### src/rtl/card_rx_pkg.sv
package card_rx_pkg;

  typedef enum logic [1:0] {
    RX_IDLE  = 2'd0,
    RX_START = 2'd1,
    RX_DATA  = 2'd2
  } rx_state_e;

  localparam logic [7:0] CONV_BYTE_DIRECT  = 8'h3B;
  localparam logic [7:0] CONV_BYTE_INVERSE = 8'h3F;

  // Turn bits in line order (first received at index 0) into a byte.
  function automatic logic [7:0] map_bits(input logic [7:0] line_bits,
                                          input logic       inverse);
    logic [7:0] res;
    for (int i = 0; i < 8; i++) begin
      res[i] = inverse ? ~line_bits[7-i] : line_bits[i];
    end
    return res;
  endfunction

endpackage

### src/rtl/card_rx_deser.sv
module card_rx_deser
  import card_rx_pkg::*;
#(
  parameter int OSR = 16
) (
  input  logic       clk,
  input  logic       rst,
  input  logic       line,
  input  logic       tick,
  input  logic       inverse,
  input  logic       odd_par,
  output logic       chr_valid,
  output logic [7:0] chr_data,
  output logic [7:0] chr_raw,
  output logic       chr_perr
);

  localparam int CNTW = (OSR > 2) ? $clog2(OSR) : 1;
  localparam logic [CNTW-1:0] CNT_HALF = CNTW'(OSR / 2 - 1);
  localparam logic [CNTW-1:0] CNT_FULL = CNTW'(OSR - 1);

  rx_state_e       state;
  logic [CNTW-1:0] cnt;
  logic [3:0]      idx;
  logic [7:0]      sh;
  logic            line_prev;

  logic [7:0]      dec_now;
  logic            par_now;
  logic            perr_now;

  // Decode of the frame being closed: sh holds the data bits, line the parity bit.
  always_comb begin
    dec_now  = map_bits(sh, inverse);
    par_now  = inverse ? ~line : line;
    perr_now = (^dec_now) ^ par_now ^ odd_par;
  end

  always_ff @(posedge clk) begin
    if (rst) begin
      state     <= RX_IDLE;
      cnt       <= '0;
      idx       <= '0;
      sh        <= '0;
      line_prev <= 1'b1;
      chr_valid <= 1'b0;
      chr_data  <= '0;
      chr_raw   <= '0;
      chr_perr  <= 1'b0;
    end else begin
      chr_valid <= 1'b0;
      chr_perr  <= 1'b0;
      if (tick) begin
        line_prev <= line;
        case (state)
          RX_IDLE: begin
            if (!line && line_prev) begin
              state <= RX_START;
              cnt   <= '0;
            end
          end
          RX_START: begin
            if (cnt == CNT_HALF) begin
              cnt <= '0;
              idx <= '0;
              state <= line ? RX_IDLE : RX_DATA;
            end else begin
              cnt <= cnt + 1'b1;
            end
          end
          RX_DATA: begin
            if (cnt == CNT_FULL) begin
              cnt <= '0;
              if (idx == 4'd8) begin
                chr_valid <= 1'b1;
                chr_data  <= dec_now;
                chr_raw   <= sh;
                chr_perr  <= perr_now;
                state     <= RX_IDLE;
              end else begin
                sh[idx[2:0]] <= line;
                idx          <= idx + 1'b1;
              end
            end else begin
              cnt <= cnt + 1'b1;
            end
          end
          default: state <= RX_IDLE;
        endcase
      end
    end
  end

  // A frame lasts several etu, so two back-to-back completions are impossible.
  assert_single_push_R3: assert property (@(posedge clk) disable iff (rst)
    chr_valid |=> !chr_valid);

  // Parity error is only ever flagged together with a completed character.
  assert_perr_with_char_R5: assert property (@(posedge clk) disable iff (rst)
    chr_perr |-> chr_valid);

  // A character cannot be delivered without passing through the start check.
  assert_start_before_data_R2: assert property (@(posedge clk) disable iff (rst)
    (state == RX_IDLE && $past(state) == RX_IDLE && !rst && !$past(rst)) |=> state != RX_DATA);

endmodule

### src/rtl/card_rx_fifo.sv
module card_rx_fifo #(
  parameter int DEPTH = 8,
  parameter int W     = 8
) (
  input  logic                         clk,
  input  logic                         rst,
  input  logic                         push,
  input  logic [W-1:0]                 push_data,
  input  logic                         pop,
  input  logic [$clog2(DEPTH)-1:0]     tide,
  output logic [W-1:0]                 head,
  output logic [$clog2(DEPTH+1)-1:0]   level,
  output logic                         irq,
  output logic                         overrun
);

  localparam int PW = $clog2(DEPTH);
  localparam int CW = $clog2(DEPTH + 1);
  localparam logic [PW-1:0] LAST = PW'(DEPTH - 1);
  localparam logic [CW-1:0] FULL = CW'(DEPTH);

  logic [W-1:0]  mem [DEPTH];
  logic [PW-1:0] wp, rp, rp_nxt;
  logic [CW-1:0] cnt_nxt;
  logic          push_ok, pop_ok;

  always_comb begin
    push_ok = push && (level != FULL);
    pop_ok  = pop && (level != '0);
    cnt_nxt = level + CW'(push_ok) - CW'(pop_ok);
    rp_nxt  = pop_ok ? ((rp == LAST) ? '0 : rp + 1'b1) : rp;
  end

  // Storage without reset so it maps onto on-chip RAM.
  always_ff @(posedge clk) begin
    if (push_ok) mem[wp] <= push_data;
  end

  always_ff @(posedge clk) begin
    if (rst) begin
      wp      <= '0;
      rp      <= '0;
      level   <= '0;
      irq     <= 1'b0;
      overrun <= 1'b0;
      head    <= '0;
    end else begin
      if (push_ok) wp <= (wp == LAST) ? '0 : wp + 1'b1;
      rp      <= rp_nxt;
      level   <= cnt_nxt;
      irq     <= cnt_nxt > CW'(tide);
      overrun <= push && !push_ok;
      head    <= (push_ok && wp == rp_nxt) ? push_data : mem[rp_nxt];
    end
  end

  assert_level_cap_R6: assert property (@(posedge clk) disable iff (rst)
    level <= FULL);

  assert_drop_keeps_level_R7: assert property (@(posedge clk) disable iff (rst)
    (push && level == FULL && !pop) |=> level == FULL);

  assert_overrun_when_full_R7: assert property (@(posedge clk) disable iff (rst)
    overrun |-> $past(level) == FULL);

  assert_empty_quiet_irq_R8: assert property (@(posedge clk) disable iff (rst)
    (level == '0) |-> !irq);

endmodule

### src/rtl/card_rx_ts.sv
module card_rx_ts
  import card_rx_pkg::*;
(
  input  logic       clk,
  input  logic       rst,
  input  logic       chr_valid,
  input  logic [7:0] chr_raw,
  output logic       seen,
  output logic       valid,
  output logic       inverse
);

  logic is_direct, is_inverse;

  always_comb begin
    is_direct  = map_bits(chr_raw, 1'b0) == CONV_BYTE_DIRECT;
    is_inverse = map_bits(chr_raw, 1'b1) == CONV_BYTE_INVERSE;
  end

  always_ff @(posedge clk) begin
    if (rst) begin
      seen    <= 1'b0;
      valid   <= 1'b0;
      inverse <= 1'b0;
    end else if (chr_valid && !seen) begin
      seen    <= 1'b1;
      valid   <= is_direct || is_inverse;
      inverse <= is_inverse;
    end
  end

  assert_ts_hold_R10: assert property (@(posedge clk) disable iff (rst)
    seen |=> seen && $stable(valid) && $stable(inverse));

  assert_ts_valid_seen_R9: assert property (@(posedge clk) disable iff (rst)
    (valid || inverse) |-> seen);

endmodule

### src/rtl/card_rx_top.sv
module card_rx_top #(
  parameter int OSR   = 16,
  parameter int DEPTH = 8
) (
  input  logic                       clk,
  input  logic                       rst,
  input  logic                       io_line,
  input  logic                       bit_tick,
  input  logic                       cfg_inverse,
  input  logic                       cfg_odd_parity,
  input  logic [$clog2(DEPTH)-1:0]   cfg_tide,
  input  logic                       rd_en,
  output logic [7:0]                 rd_data,
  output logic [$clog2(DEPTH+1)-1:0] rx_level,
  output logic                       rx_irq,
  output logic                       parity_err,
  output logic                       overrun,
  output logic                       ts_seen,
  output logic                       ts_valid,
  output logic                       ts_inverse
);

  logic       chr_valid;
  logic [7:0] chr_data;
  logic [7:0] chr_raw;
  logic       chr_perr;

  card_rx_deser #(.OSR(OSR)) u_deser (
    .clk       (clk),
    .rst       (rst),
    .line      (io_line),
    .tick      (bit_tick),
    .inverse   (cfg_inverse),
    .odd_par   (cfg_odd_parity),
    .chr_valid (chr_valid),
    .chr_data  (chr_data),
    .chr_raw   (chr_raw),
    .chr_perr  (chr_perr)
  );

  card_rx_fifo #(.DEPTH(DEPTH), .W(8)) u_fifo (
    .clk       (clk),
    .rst       (rst),
    .push      (chr_valid),
    .push_data (chr_data),
    .pop       (rd_en),
    .tide      (cfg_tide),
    .head      (rd_data),
    .level     (rx_level),
    .irq       (rx_irq),
    .overrun   (overrun)
  );

  card_rx_ts u_ts (
    .clk       (clk),
    .rst       (rst),
    .chr_valid (chr_valid),
    .chr_raw   (chr_raw),
    .seen      (ts_seen),
    .valid     (ts_valid),
    .inverse   (ts_inverse)
  );

  assign parity_err = chr_perr;

  assert_reset_quiet_R1: assert property (@(posedge clk)
    $past(rst) |-> (rx_level == '0 && !rx_irq && !ts_seen && !overrun));

endmodule

### config.mk
export PLATFORM = sky130hd
export DESIGN_NAME = card_rx_top
export DESIGN_NICKNAME = d
export VERILOG_FILES = /design/src/rtl/card_rx_pkg.sv /design/src/rtl/card_rx_deser.sv /design/src/rtl/card_rx_fifo.sv /design/src/rtl/card_rx_ts.sv /design/src/rtl/card_rx_top.sv
export SDC_FILE = /design/constraint.sdc
export NUM_CORES = 1
export LEC_CHECK = 0
export BUFFER_PORTS_ARGS = -buffer_cell sky130_fd_sc_hd__clkbuf_2
export CAP_MARGIN = 30
export CORE_ASPECT_RATIO = 0.6
export CORE_MARGIN = 2
export CORE_UTILIZATION = 50
export CTS_CLUSTER_SIZE = 30
export DETAILED_ROUTE_END_ITERATION = 16
export PLACE_DENSITY = 0.67
export SYNTH_ARGS = -nofsm -noshare
export SYNTH_HDL_FRONTEND = slang
export SYNTH_HIERARCHICAL = 1
export SYNTH_SLANG_ARGS = --single-unit
### constraint.sdc
create_clock -name clk -period 6.61 [get_ports clk]
set_clock_uncertainty 0.1 [all_clocks]
set_input_delay 0 -clock clk [delete_from_list [all_inputs] [get_ports clk]]
set_output_delay 0 -clock clk [all_outputs]
set_load 0.05 [all_outputs]
# Word-level counts from Yosys, hierarchy flattened
# Memory sizes are Yosys's and may differ from the RTL's. A register that Yosys moved wholly into a read port is not among the register bits.
# Index checks and enable logic that the tools add are counted.
# totals
register_bits	52
ramBits	64
input_bits	10
out_inout_bits	18
wordCells	119
memories	1
# memory_table
name	depth	width	read_ports	rd_clocked_by_memory_dff	wr	line_no	rtl
u_fifo.mem	8	8	1	1	1	card_rx_fifo.sv:22	logic [W-1:0] mem [DEPTH];
# op_classes
add_sub_neg	6
n_lt_le_gt_ge	3
eq_ne	15
n_mux	32
bitwise_logic	23
reduce_logical	22
# op_table
cell	count
4-bit 2-to-1 mux	6
1-bit NOT	21
8-bit by 6-bit == test with 1-bit output, second input constant	2
1-bit 2-to-1 mux	13
4-bit case mux with 3 select lines	1
2-bit 2-to-1 mux	5
5-bit AND reduction	2
3-bit 2-to-1 mux	3
4-bit by 1-bit adder with 4-bit output, second input constant	2
8-bit bitwise mux	1
4-bit == test, second input constant	2
2-bit by 1-bit inequality test with 1-bit output, second input constant	4
4-bit case mux with 2 select lines	1
4-bit AND reduction	2
8-bit XOR reduction	1
3-bit by 1-bit adder with 3-bit output, second input constant	2
3-bit == test, second input constant	2
1-bit logical AND	6
2-bit case mux with 3 select lines	1
5-bit OR reduction	1
4-bit by 1-bit adder with 4-bit output	1
4-bit by 3-bit == test with 1-bit output, second input constant	1
4-bit by 3-bit > comparator with 1-bit output	1
3-bit by 4-bit < comparator with 1-bit output, second input constant	1
other kinds (16)	19

# Depth between registers and ports, before layout
# logic_depth
depth_word	5
ltp_mapped	15
ltp_nobuf	14

# By module
# Netlist, hierarchy kept.
# modules_own_cells
mod	n_inst	cells_per_inst	area_per_inst_um2
card_rx_fifo	1	267	3719.8
card_rx_deser	1	222	1893.1
card_rx_ts	1	16	147.6

# Worst setup path after synthesis
# OpenSTA, ideal clock, no wires.
# synth_path
path_type	register to register
start	register u_fifo.level[2]
end	register u_fifo.irq
setup_ps	132
arrival_ps	3244
t_required_ps	6378
path_slack_ps	3134
path_stages_with_launch	16
cell_sequence	dfxtp_1 > inv_1 > ha_1 > nand2_1 > and2_1 > clkbuf_1 > clkinv_1 > ha_1 > inv_1 > ha_1 > fa_1 > ha_1 > nor2b_1 > o21a_1 > o21ai_0 > a21oi_1
# synth_between
elab_chain_cells	5
elab_cells_between_ends	7
classes_between	2 x add/sub; 1 x order compare; 1 x eq/ne; 3 x reduce/logical
# synth_lines
item	line_no	rtl
start, declared	card_rx_fifo.sv:12	output logic [$clog2(DEPTH+1)-1:0] level,
start signal, assigned	card_rx_fifo.sv:50	level <= cnt_nxt;
4-bit inequality test	card_rx_fifo.sv:28	push_ok = push && (level != FULL);
1-bit logical AND	card_rx_fifo.sv:28	
4-bit by 1-bit adder with 4-bit output	card_rx_fifo.sv:30	cnt_nxt = level + CW'(push_ok) - CW'(pop_ok);
4-bit by 1-bit subtractor with 4-bit output *	card_rx_fifo.sv:30	
net u_fifo.cnt_nxt[1]	card_rx_fifo.sv:24	logic [CW-1:0] cnt_nxt;
4-bit by 3-bit > comparator with 1-bit output *	card_rx_fifo.sv:51	irq <= cnt_nxt > CW'(tide);
end signal, assigned	card_rx_fifo.sv:51	
end, declared	card_rx_fifo.sv:13	output logic irq,
# Mark *: on every way through the listed nets, which the timed path passes. The rest lies on a longest branch.
# A chain may end at the register's enable or synchronous reset.

# Final worst setup path
# Ends and elaborated chain as after synthesis.

==> impl_metrics.json <==
{
  "outcome": "completed",
  "start_kind": "flip-flop",
  "post-route-min-period_ns": 4.211,
  "path_cells": "inv_1, ha_1, nand2_1, and2_1, clkinv_1, ha_1, inv_1, ha_1, fa_1, xor2_1, ha_1, nand3_1, dlygate4sd3_1, o21ai_0, dlygate4sd3_1, a21oi_1",
  "clock-sinks": 124,
  "syn_avg_cell_area_um2": 11.41,
  "cts_buffers": 17,
  "min_period_over_period": 0.6371,
  "drive_gt1_frac": 0.1783,
  "crit_fanout": 9,
  "gr-usage-met1": 0.3039,
  "rr_startpoint": "u_fifo/level[2]",
  "cpMostUsedCell": "ha_1",
  "placed_cells": 650,
  "r2r_cells": 16,
  "max-slew-margin-rel": 0.3534,
  "worstSetupPathType": "reg2reg",
  "synth_warnings": 6,
  "netlist.area_leader.share": 0.3336,
  "r2r_slack_ns": 2.40,
  "via_per_inst": 5.690,
  "final_common_cell": "edfxtp_1",
  "grt_max_degree": 61,
  "syn2layout_area_growth_pct": 14.57,
  "grt_setup_unrepaired": "no",
  "timing.rr.end": "u_fifo/irq",
  "cts.clk_slew.worst_paths_ns": 0.06,
  "antenna_found_initial": 0,
  "layout_common_cells": "64 x edfxtp_1, 60 x dfxtp_1, 49 x nand2_1",
  "syn_area_um2": 5761,
  "slew_viol_final": 0,
  "ys_ff_latch": 124,
  "dieArea_um2": 12420,
  "grt_pass1_wl_mm": 19.10,
  "synth_cell_types": 65,
  "critPathMaxStageDelay_ns": 0.58,
  "die_y_um": 87.14,
  "core_um2": 11260,
  "grt_util_met3": 0.05498,
  "cts_tree": "built",
  "io_buffers": 27,
  "antennaDiodeCount": 0,
  "leakagePower_uw": 0.002304,
  "min_path_cells": 3,
  "gp_congestion": 0.8575,
  "seq_area_frac_synth": 0.5421,
  "htreeDepth": 4,
  "worstHoldEndpoint": "u_ts/seen",
  "ys.flop_type": "edfxtp_1",
  "wl_per_cell_um": 16.89,
  "clock_latency_ns": 0.41,
  "grt-busiest-layer": "met1",
  "synth_area_leader_cell": "edfxtp_1",
  "fp.dieW_um": 142.6,
  "maxCapViolations": 0,
  "vdd_drop_max_mv": 0.2007,
  "post-cts-setup-buffers": 0,
  "dr.pass1.iters": 5,
  "slowest_stage": "dlygate4sd3_1",
  "row_count": 30,
  "async_reset_ff_frac": 0,
  "utilization": 0.5861,
  "grtUsageMet2": 0.2854,
  "synth_area_leaders": "edfxtp_1 33%, dfxtp_1 21%, ha_1 4.3%, mux2i_1 4.2%, nand2_1 3.2%",
  "hold_violations": 0,
  "vias": 3915,
  "clock.fmax_mhz": 237.5,
  "drc_errors": 0,
  "syn_nets": 536,
  "hpwl_mm": 7.659,
  "clock_path_buffers": 2,
  "cp-end-kind": "flip-flop",
  "n_fill_cell": 929,
  "worst_hold_path_type": "in2reg",
  "synth_edf_count": 64,
  "worstMarginPinSlew_ns": 0.9646,
  "wl_mm": 11.62,
  "overflow": 0,
  "initial_core_util": 0.5116,
  "cts-root-buf": "clkbuf_16",
  "layout.nets": 562,
  "synth_cells": 505,
  "ios": 28,
  "grt_pass1_vias": 3678,
  "first_iter_violations": 258,
  "finalSetupTns_ns": 0,
  "arrival_ns": 4.37,
  "power_uw": 2407,
  "setup_viol": 0,
  "worstHoldStart": "rst",
  "p_per_area_nw_per_um2": 364.7,
  "grt_usage": 0.2039,
  "cp_data_required_time_ns": 6.77,
  "ant_nets": 0,
  "fin_cells": 688
}
-- cell families after synthesis --
family	share of synthesized area
and+or+nand+nor	0.1453
AOI/OAI and AO/OA	0.1229
DFF	0.5421
adders and majority gates	0.04692
muxes	0.07689
xor gates and xnor gates	0.02411
buffers and inverters	0.04170
-- critical path, delay by kind of cell (launching register included) --
kind / cells / cell delay [ns]
buffers and inverters: 5 / 1.54
XOR/XNOR: 1 / 0.17
AND/OR/NAND/NOR: 3 / 0.37
AO/OA/AOI/OAI: 2 / 0.14
flip-flops: 1 / 0.33
adder cells (fa/ha/maj): 5 / 1.41
-- state kept, by name (all words and copies together) (netlist names), 4 cells and up --
| name | cells |
|---|---|
| u_deser/sh | 8 |
| u_fifo/mem | 64 |
| u_deser/idx | 4 |
| u_deser/chr_data | 8 |
| u_fifo/level | 4 |
| u_deser/cnt | 4 |
| u_fifo/head | 8 |
| u_deser/chr_raw | 8 |
-- report_power, final --
| part | leakage [uW] | switching [uW] | internal (uW) | total (uW) |
|---|---|---|---|---|
| clock network | 0.000268 | 324 | 584 | 909 |
| registers | 0.000929 | 23.7 | 838 | 862 |
| logic | 0.00111 | 404 | 233 | 637 |
| total | 0.00230 | 752 | 1660 | 2410 |
-- worst max path at each step --
| stage | from | end | slack, ns | cells after the start |
|---|---|---|---|---|
| after floorplan | u_fifo/level[2] | u_fifo/irq | 3.13 | 15 |
| after CTS | u_fifo/level[2] | u_fifo/irq | 2.45 | 16 |
| after global placement | u_fifo/level[2] | u_fifo/irq | 3.46 | 14 |
| after global routing | u_fifo/level[2] | u_fifo/irq | 2.19 | 16 |
| final | u_fifo/level[2] | u_fifo/irq | 2.40 | 16 |
| after detailed placement | u_fifo/level[2] | u_fifo/irq | 3.33 | 14 |
-- per-stage QoR --
step                setup slack [ns]  area (um^2)  hold WS, ns
finish                         2.399         6600       0.1019
global placement               3.456         5958       0.1615
detailed placement             3.330         5958       0.1744
global route                   2.186         6600       0.1326
floorplan                      3.134         5761     -0.03093
CTS                            2.454         6600      0.08741
-- timing repair --
action	CTS	global route
hold buffers	6	0
endpoints found under the hold margin	13	0
resized for setup	0	0
-- layer usage --
metal / vias up / wire length (um)
li1: 1885 / -
met2: 110 / 4774
met5: - / 0
met4: 0 / 154
met1: 1904 / 6058
met3: 16 / 636
-- cell type report --
class | count | area [um^2] | area share
Inverter | 22 | 82.58 | 0.01251
Multi-Input combinational cell | 329 | 2407 | 0.3647
Timing Repair Buffer | 37 | 225.2 | 0.03412
Clock inverter | 14 | 152.6 | 0.02313
Clock buffer | 18 | 429.2 | 0.06502
Sequential cell | 124 | 3123 | 0.4732
Tap cell | 144 | 180.2 | 0.02730
-- cells in the mapped netlist, drive strengths merged, types with 2 or more instances --
cell and number:
a211o 2, a211oi 5, a21boi 4, a21oi 33, a221o 7, a22oi 7, a311oi 8, and2 4
and3 2, and4 2, buf 13, clkbuf 17, dfxtp 60, edfxtp 64, ha 20, inv 21
mux2 18, mux2i 24, nand2 49, nand2b 5, nand3 5, nand3b 2, nand4 6, nor2 38
nor2b 8, nor3 20, nor3b 5, nor4 2, o211ai 8, o21a 2, o21ai 11, o21bai 2
or2 2, or4 2, xnor2 9, xor2 6
(Power assumes the default switching activity.)
